## config.mk

```make
export PLATFORM = sky130hd
export DESIGN_NAME = lnkb_regif
export DESIGN_NICKNAME = d
export VERILOG_FILES = /design/src/rtl/lnkb_pkg.sv /design/src/rtl/lnkb_sync.sv /design/src/rtl/lnkb_status.sv /design/src/rtl/lnkb_regif.sv
export SDC_FILE = /design/constraint.sdc
export NUM_CORES = 1
export LEC_CHECK = 0
export BUFFER_PORTS_ARGS = -buffer_cell sky130_fd_sc_hd__buf_2
export CAP_MARGIN = 5
export CORE_MARGIN = 2
export CORE_UTILIZATION = 45
export CTS_BUF_LIST = sky130_fd_sc_hd__clkbuf_4 sky130_fd_sc_hd__clkbuf_8
export DETAILED_ROUTE_END_ITERATION = 10
export PLACE_DENSITY = 0.71
export SLEW_MARGIN = 5
export SYNTH_ARGS = -nofsm -noshare
export SYNTH_HDL_FRONTEND = slang
export SYNTH_SLANG_ARGS = --single-unit
export TNS_END_PERCENT = 20
```

## constraint.sdc

```tcl
create_clock -name clk -period 2.2 [get_ports clk]
set_input_delay 0.33 -clock clk [delete_from_list [all_inputs] [get_ports clk]]
set_output_delay 0.33 -clock clk [all_outputs]
set_load 0.05 [all_outputs]
```

## src/rtl/lnkb_pkg.sv

```systemverilog
package lnkb_pkg;
    typedef enum logic [1:0] {
        ST_IDLE  = 2'd0,
        ST_READ  = 2'd1,
        ST_WRITE = 2'd2
    } lnkb_state_e;

    localparam logic [1:0] A_DATA_IN  = 2'b00;
    localparam logic [1:0] A_DATA_OUT = 2'b01;
    localparam logic [1:0] A_STAT_IN  = 2'b10;
    localparam logic [1:0] A_STAT_OUT = 2'b11;
endpackage

```

## src/rtl/lnkb_sync.sv

```systemverilog
module lnkb_sync #(
    parameter int W = 1,
    parameter logic [W-1:0] INIT = '0
) (
    input  logic         clk,
    input  logic         rst_n,
    input  logic [W-1:0] d,
    output logic [W-1:0] q
);
    logic [W-1:0] meta;

    always_ff @(posedge clk or negedge rst_n) begin
        if (!rst_n) begin
            meta <= INIT;
            q    <= INIT;
        end else begin
            meta <= d;
            q    <= meta;
        end
    end
endmodule

```

## src/rtl/lnkb_status.sv

```systemverilog
module lnkb_status #(
    parameter int  DW       = 8,
    parameter logic FLAG_RST = 1'b0,
    localparam int HW       = DW - 2
) (
    input  logic          clk,
    input  logic          rst_n,
    input  logic          set_i,
    input  logic          clr_i,
    input  logic          wr_i,
    input  logic [DW-1:1] wdata_i,
    output logic          flag_o,
    output logic          ie_o,
    output logic [HW-1:0] hi_o,
    output logic          irq_o
);
    always_ff @(posedge clk or negedge rst_n) begin
        if (!rst_n) begin
            flag_o <= FLAG_RST;
            ie_o   <= 1'b0;
            hi_o   <= '0;
        end else begin
            if (set_i)
                flag_o <= 1'b1;
            else if (clr_i)
                flag_o <= 1'b0;
            if (wr_i) begin
                ie_o <= wdata_i[1];
                hi_o <= wdata_i[DW-1:2];
            end
        end
    end

    assign irq_o = flag_o & ie_o;
endmodule

```

## src/rtl/lnkb_regif.sv

```systemverilog
module lnkb_regif
    import lnkb_pkg::*;
#(
    parameter int DW = 8,
    parameter int AW = 2
) (
    input  logic          clk,
    input  logic          rst_n,
    input  logic          bus_sel_n,
    input  logic [AW-1:0] bus_addr,
    input  logic          bus_rd,
    input  logic [DW-1:0] bus_wdata,
    output logic [DW-1:0] bus_rdata,
    output logic          bus_oe,
    input  logic          rx_valid,
    input  logic [DW-1:0] rx_byte,
    output logic          ack_req,
    output logic          tx_start,
    output logic [DW-1:0] tx_byte,
    input  logic          tx_done,
    output logic          irq_in,
    output logic          irq_out
);
    localparam int SW = 1 + AW + 1 + DW;
    localparam int HW = DW - 2;

    logic [SW-1:0] sync_q;
    logic          sel_s, sel_d, rd_s;
    logic [AW-1:0] addr_s, acc_addr;
    logic [DW-1:0] wdata_s, wd_hold, in_data, rd_val;
    logic          fall_det, rise_det;
    logic          do_rd, do_wr;
    logic          rd_data_stb, wr_data_stb, wr_in_stb, wr_out_stb;
    logic          in_flag, in_ie, out_flag, out_ie;
    logic [HW-1:0] in_hi, out_hi;
    lnkb_state_e   state, state_nx;

    lnkb_sync #(.W(SW), .INIT({1'b1, {(SW-1){1'b0}}})) u_sync (
        .clk  (clk),
        .rst_n(rst_n),
        .d    ({bus_sel_n, bus_addr, bus_rd, bus_wdata}),
        .q    (sync_q)
    );
    assign {sel_s, addr_s, rd_s, wdata_s} = sync_q;

    assign fall_det = sel_d & ~sel_s;
    assign rise_det = ~sel_d & sel_s;

    // state register
    always_ff @(posedge clk or negedge rst_n) begin
        if (!rst_n)
            state <= ST_IDLE;
        else
            state <= state_nx;
    end

    // next state and access strobes
    always_comb begin
        state_nx = state;
        do_rd    = 1'b0;
        do_wr    = 1'b0;
        unique case (state)
            ST_IDLE: begin
                if (fall_det) begin
                    state_nx = rd_s ? ST_READ : ST_WRITE;
                    do_rd    = rd_s;
                end
            end
            ST_READ: begin
                if (rise_det) state_nx = ST_IDLE;
            end
            ST_WRITE: begin
                if (rise_det) begin
                    state_nx = ST_IDLE;
                    do_wr    = 1'b1;
                end
            end
            default: state_nx = ST_IDLE;
        endcase
    end

    assign rd_data_stb = do_rd && (addr_s == A_DATA_IN);
    assign wr_data_stb = do_wr && (acc_addr == A_DATA_OUT);
    assign wr_in_stb   = do_wr && (acc_addr == A_STAT_IN);
    assign wr_out_stb  = do_wr && (acc_addr == A_STAT_OUT);

    always_comb begin
        unique case (addr_s)
            A_DATA_IN:  rd_val = in_data;
            A_STAT_IN:  rd_val = {in_hi, in_ie, in_flag};
            A_STAT_OUT: rd_val = {out_hi, out_ie, out_flag};
            default:    rd_val = '0;
        endcase
    end

    // datapath registers
    always_ff @(posedge clk or negedge rst_n) begin
        if (!rst_n) begin
            sel_d     <= 1'b1;
            acc_addr  <= '0;
            wd_hold   <= '0;
            in_data   <= '0;
            bus_rdata <= '0;
            bus_oe    <= 1'b0;
            ack_req   <= 1'b0;
            tx_start  <= 1'b0;
            tx_byte   <= '0;
        end else begin
            sel_d    <= sel_s;
            ack_req  <= rd_data_stb & in_flag;
            tx_start <= wr_data_stb;
            if (!sel_s)
                wd_hold <= wdata_s;
            if (fall_det && state == ST_IDLE)
                acc_addr <= addr_s;
            if (rx_valid)
                in_data <= rx_byte;
            if (wr_data_stb)
                tx_byte <= wd_hold;
            if (do_rd) begin
                bus_rdata <= rd_val;
                bus_oe    <= 1'b1;
            end else if (state_nx == ST_IDLE) begin
                bus_rdata <= '0;
                bus_oe    <= 1'b0;
            end
        end
    end

    lnkb_status #(.DW(DW), .FLAG_RST(1'b0)) u_stat_in (
        .clk    (clk),
        .rst_n  (rst_n),
        .set_i  (rx_valid),
        .clr_i  (rd_data_stb),
        .wr_i   (wr_in_stb),
        .wdata_i(wd_hold[DW-1:1]),
        .flag_o (in_flag),
        .ie_o   (in_ie),
        .hi_o   (in_hi),
        .irq_o  (irq_in)
    );

    lnkb_status #(.DW(DW), .FLAG_RST(1'b1)) u_stat_out (
        .clk    (clk),
        .rst_n  (rst_n),
        .set_i  (tx_done),
        .clr_i  (wr_data_stb),
        .wr_i   (wr_out_stb),
        .wdata_i(wd_hold[DW-1:1]),
        .flag_o (out_flag),
        .ie_o   (out_ie),
        .hi_o   (out_hi),
        .irq_o  (irq_out)
    );
endmodule

```

==> results of run 1 <==
[area by class of cell]
class | instances | area (um^2)
Clock buffer | 11 | 145
Clock inverter | 5 | 32.5
Fill cell | 553 | 2880
Inverter | 4 | 15.0
Multi-Input combinational cell | 104 | 947
Sequential cell | 80 | 2010
Tap cell | 77 | 96.3
Timing Repair Buffer | 48 | 268
[through the flow]
stage	power [mW]	setup slack (ps)	instance area (um^2)	instances
2_1_floorplan	2.66	485	2990	194
3_3_place_gp	2.89	428	3320	312
3_5_place_dp	2.93	341	3320	312
4_1_cts	3.90	333	3510	329
5_1_grt	4.05	206	3510	329
6_report	3.84	355	3510	329
[power breakdown]
part           leakage, nW  switching, mW  total, mW  internal (mW)
combinational        0.625          0.617       1.00          0.385
sequential           0.988          0.159       1.88           1.72
clock               0.0965          0.506      0.957          0.451
total                 1.71           1.28       3.84           2.56
[final timing paths]
kind | from | end | slack (ps) | cells past startpoint
max | state[0] | bus_rdata[0] | 360 | 7
min | bus_sel_n | u_sync.meta[11] | 70 | 1
max reg2reg | state[0] | bus_rdata[0] | 360 | 7
min reg2reg | u_sync.meta[10] | u_sync.q[10] | 340 | 0
max in group asynchronous | rst_n | u_sync.q[1] | 1140 | 3
min in group asynchronous | rst_n | u_sync.q[5] | 490 | 2
[flip-flops by register name, summed over array words and instances (netlist names)]
name	cells
ack_req	1
bus_oe	1
u_sync.q	12
u_stat_in.hi_o	6
u_stat_in.ie_o	1
u_stat_out.hi_o	6
in_data	8
u_stat_in.flag_o	1
u_stat_out.ie_o	1
wd_hold	8
bus_rdata	8
sel_d	1
tx_start	1
acc_addr	2
tx_byte	8
state	2
u_stat_out.flag_o	1
u_sync.meta	12
[metal layers]
layer	track usage	share of wire	wire [um]	vias to the layer above
met1	0.184	0.43	2120	855
met3	0.0568	0.055	276	11
li1	-	-	-	790
met5	0	0	0	-
met4	0.0649	0.017	84	0
met2	0.258	0.50	2500	37
[critical path, cell delays in order (launching register included)]
cell and delay (ps):
dfrtp_1 420, inv_1 100, ha_1 360, nand2_1 100, o21ai_2 70, a21oi_1 290
a21oi_4 150, a31o_1 240
[logic make-up (layout without fill, tap and decap cells)]
family,Yosys count,after routing,share of synthesized area
buffers and inverters,10,68,0.0155
adder cells (fa/ha/maj),3,3,0.0125
AND/OR/NAND/NOR,29,29,0.0497
multiplexers,48,48,0.181
flip-flops,80,80,0.670
AO/OA/AOI/OAI,24,24,0.0715
[Yosys cell counts, drive strengths merged]
master,instances
a21o,2
nand3,2
nor4b,1
and2,2
nand3b,1
o21ai,1
dfstp,4
o21bai,1
buf,2
a22oi,8
dfrtp,76
inv,4
a21oi,3
a221oi,1
and3,2
ha,3
clkbuf,4
and2b,1
nand2,6
a31o,8
nor2,14
mux2,48
[repair_timing]
item / 4_1_cts / 5_1_grt
endpoints found under the setup margin: 0 / 0
hold buffers: 1 / 0
endpoints found under the hold margin: 35 / 0
resized for setup: 0 / 0
==> run metrics, run 1 <==
outcome=finished clean; Max FO, Critical Path=9; share of layout cells above drive strength 1=0.425; detailed router's first-iteration violation count=83; Cell Rows=29; post-synthesis instance area=2990 um^2; largest cells by area after synthesis=dfrtp_1, mux2_2, mux2_1; Placer Congestion=0.744; setup repair after global routing missed its margin=false; Peak supply drop=0.000662 V; maximum level of the CTS H-tree=3; number of nets in the synthesized netlist=221; buffer type at the clock tree root=clkbuf_8; Synthesis Warnings=0; critical path capture point type=flip-flop; area of the die=7320 um^2; CP Data Arrival Time=2090 ps; Post-Synthesis Cells=194; minimum hold slack=70.7 ps; clock tree from TritonCTS=built; n_diodes=0; post-detailed-routing wire length=4.98 mm; most used cells in the layout excluding fill and tap cells=dfrtp_1, buf_2, mux2_2; via count of the first global-routing pass=1838; clk buf depth=2; Final Skew=5.96 ps; Placeable Area=6390 um^2; Detailed Routing Iterations Pass 1=4; register bit count reported by yosys=80; most common library cell in the layout ignoring fill and taps=dfrtp_1; cell type contributing the most total cell area after synthesis=dfrtp_1; Final setup viols=0; Detail Placement HPWL=3.52 mm; horizontal die dimension=85.6 um; sort of element at the start of the critical path=flip-flop; Clk pin slew, worst setup/hold paths=80 ps; PD cells=1090 nW/um^2; maximum capacitance violations=0; final antenna-violating net count=0; peak clock frequency supported by timing=542 MHz; Mapped Avg Cell Area=15.4 um^2; worst relative slew slack=0.610; Final period util=0.839; Final Hold Violating Endpoints=0; number of buffers created by CTS=9; count of buffers inserted at the top-level ports=44; Pins Over Slew Limit=0; count of different cell masters after synthesis=27; type of the most critical hold path=input port to flip-flop; number of clock sinks seen by CTS=80; Setup CP Type=flip-flop to flip-flop; Die Span Y=85.6 um; latest clock arrival within the worst-skew pair=350 ps; Net count, final=274; post-DR vias/cell=5.15; post-DR wirelength/cell=15.1 um; pin count of the biggest net entering global routing=42; required arrival time at the worst endpoint=2450 ps; final worst path period need=1840 ps; Setup TNS Final=0 ps; first-pass GRT wire length=8.49 mm; Tightest Pin Transition=583 ps; Layout Area Growth over Synthesis=17.3%; total via count in the routed design=1693; Static Leak=1.71 nW; residual overflow from global routing=0; antenna violations before repair=0; effective utilization at floorplan=0.469; utilization after layout=0.550; Overall Global Routing Usage=0.156; fraction of post-synthesis cell area in the top cell type by area=0.635; I/O pin cnt=45; number of buffers added for setup after CTS=0; portion of the post-synthesis area used by sequential elements=0.670; post-route DRC violation count=0
No activity file was read; power rests on OpenSTA's default activity.
==> inputs of run 2 (changes only) <==
ABC_AREA = 1   (was not set)
PLACE_DENSITY = 0.74   (was 0.71)
clock period = 1.6 ns   (was 2.2 ns; I/O delays follow)
==> run 2 against run 1 <==
Combinational power up 47%; total power up 40%; cell count up 40%; fmax up 23%; critical path depth up 1; register-to-register slack worse by 250 ps; critical path type unchanged; largest cell class unchanged.
==> run metrics, run 2 <==
Mapped Avg Cell Area=9.90 um^2; clock tree from TritonCTS=built; post-synthesis instance area=3020 um^2; detailed router's first-iteration violation count=185; CP Data Arrival Time=1790 ps; Detailed Routing Iterations Pass 1=4; area of the die=7380 um^2; outcome=finished clean; count of buffers inserted at the top-level ports=44; horizontal die dimension=85.9 um; cell type contributing the most total cell area after synthesis=dfrtp_1; required arrival time at the worst endpoint=1890 ps; residual overflow from global routing=0; largest family of logic cells by synthesized area=simple AND/OR/NAND/NOR gates; Die Span Y=85.9 um; PD cells=1450 nW/um^2; Final setup viols=0; crit path max-delay cell type=dfrtp_1; share of layout cells above drive strength 1=0.225; Placement Setup Slack=85.8 ps; slack of the critical path=104 ps; Final Skew=9.80 ps; Peak supply drop=0.000757 V; buffer type at the clock tree root=clkbuf_8; Setup CP Type=flip-flop to flip-flop; fraction of post-synthesis cell area in the top cell type by area=0.630; final worst path period need=1500 ps; Net count, final=405; most used cells in the layout excluding fill and tap cells=nand2_1, dfrtp_1, buf_2; Placeable Area=6420 um^2; number of clock sinks seen by CTS=80; number of buffers created by CTS=9; CP Buf/Inv Count=1; worst-path cell chain=inv_1, ha_2, nand4_1, nand3_1, nand2_2, nand2_2, nand3_1, nand2_1; post-detailed-routing wire length=5.86 mm; share of synthesized registers carrying an async set or reset=1.00; instance area at placement=3380 um^2; via count of the first global-routing pass=2215; final antenna-violating net count=0; latest clock arrival within the worst-skew pair=350 ps; worst relative slew slack=0.730; primary flip-flop cell chosen by synthesis mapping=dfrtp_1; Pwr Total=5.38 mW; Clk pin slew, worst setup/hold paths=80 ps; first-pass GRT wire length=10.0 mm; area of the multi-input gates=835 um^2; portion of the post-synthesis area used by sequential elements=0.665; post-DR vias/cell=4.89; most common library cell in the layout ignoring fill and taps=nand2_1; list of most frequent post-synthesis cells=nand2_1, dfrtp_1, inv_1, o21ai_0, nand3_1; post-DR wirelength/cell=12.7 um; Detail Placement HPWL=4.06 mm; pin count of the biggest net entering global routing=32; number of enable-type register cells in the synthesized netlist=0; critical path capture point type=flip-flop; n_diodes=0; total via count in the routed design=2249; Cell Rows=29; CP delay by family, top=simple AND/OR/NAND/NOR gates; I/O pin cnt=45; most frequent cell after synthesis=nand2_1; Placer Congestion=0.808; Pins Over Slew Limit=0; sort of element at the start of the critical path=flip-flop; largest cells by area after synthesis=dfrtp_1, nand2_1, inv_1; maximum level of the CTS H-tree=3; Post-Synthesis Cells=305; effective utilization at floorplan=0.470; post-route DRC violation count=0; synthesized-area fraction occupied by ao, oa, aoi and oai cells=0.0638; largest incremental delay on the critical path=420 ps; number of nets in the synthesized netlist=332; Adder-Cell Fraction of Synth Area=0.0124; peak clock frequency supported by timing=668 MHz; Tightest Pin Transition=404 ps; type of the most critical hold path=input port to flip-flop; clk buf depth=2; Static Leak=1.95 nW; Final period util=0.935; fraction of the mapped netlist area in simple logic gates=0.196; leading registers by flop count=u_sync.meta (12), u_sync.q (12); antenna violations before repair=0; register bit count reported by yosys=80; Reg area=2010 um^2; Max FO, Critical Path=4; count of different cell masters after synthesis=24; maximum capacitance violations=0; Layout Area Growth over Synthesis=23.2%; fillcell total=563; Final Hold Violating Endpoints=0; Non-Filler Cell Area, Final=3720 um^2; Overall Global Routing Usage=0.178; share of cell area taken by muxes after synthesis=0; Synthesis Warnings=0; synthesized-area fraction occupied by xor and xnor cells=0
run 2: cell count changes in the layout (fill, tap and decap cells not counted), sizes merged, moves of 12 or more:
cell,previous run,this run
inv,4,38
dlygate4sd3,1,13
nand3,2,15
nand2,6,117
mux2,48,0
o21ai,1,27
run 2: timing repair:
item                       4_1_cts  5_1_grt
setup buffers                    0        2
hold endpoints to repair        41        0
hold buffers                    13        0
setup endpoints to repair        0        9
resized for setup                0        2
run 2: per-stage QoR:
| stage | util | TNS (ps) | hold WS, ps | cells |
|---|---|---|---|---|
| after floorplan | - | 0 | -55.6 | 305 |
| after global placement | 0.526 | 0 | 193 | 428 |
| after detailed placement | 0.526 | 0 | 201 | 428 |
| after CTS | 0.575 | 0 | 71.5 | 457 |
| after global routing | 0.579 | -9.64 | 87.7 | 460 |
| final | 0.579 | 0 | 85.5 | 460 |
run 2: layout make-up:
cell class	instances	share of cell area
Sequential cell	80	0.540
Multi-Input combinational cell	180	0.224
Timing Repair Buffer	68	0.120
Clock buffer	12	0.0427
Inverter	39	0.0394
Tap cell	77	0.0259
Clock inverter	4	0.00774
run 2: logic make-up (layout without fill, tap and decap cells):
| logic type | after synthesis | after routing |
|---|---|---|
| AOI/OAI and AO/OA | 35 | 35 |
| adders and majority gates | 3 | 3 |
| buffers and inverters | 46 | 123 |
| and+or+nand+nor | 141 | 142 |
| DFF | 80 | 80 |
run 2: path summary, 6_finish.rpt:
path	from	end	slack (ps)	cells past startpoint
max reg2reg	state[1]	bus_rdata[7]	100	8
min	rx_byte[1]	in_data[1]	90	3
min in group asynchronous	rst_n	u_stat_out.hi_o[5]	360	2
max in group asynchronous	rst_n	wd_hold[5]	650	3
min reg2reg	u_sync.meta[2]	u_sync.q[2]	350	0
max	state[1]	bus_rdata[7]	100	8
run 2: routing by layer:
metal | wire length (um) | part of all wire | vias up | global-route usage
met4 | 167 | 0.029 | 0 | 0.111
met2 | 2810 | 0.48 | 47 | 0.274
met5 | 0 | 0 | - | 0
li1 | - | - | 1099 | -
met3 | 221 | 0.038 | 15 | 0.0423
met1 | 2660 | 0.45 | 1088 | 0.228
run 2: where the power goes:
| group | leakage, nW | total, mW | internal (mW) | switching, mW |
|---|---|---|---|---|
| Clock | 0.0920 | 1.38 | 0.666 | 0.712 |
| Combinational | 0.861 | 1.47 | 0.405 | 1.06 |
| Sequential | 0.996 | 2.54 | 2.35 | 0.186 |
| Total | 1.95 | 5.38 | 3.42 | 1.96 |
run 2: worst min-delay path, cell delays in order:
cell and delay, ps:
buf_2 70, nand2_1 40, nand2_1 50
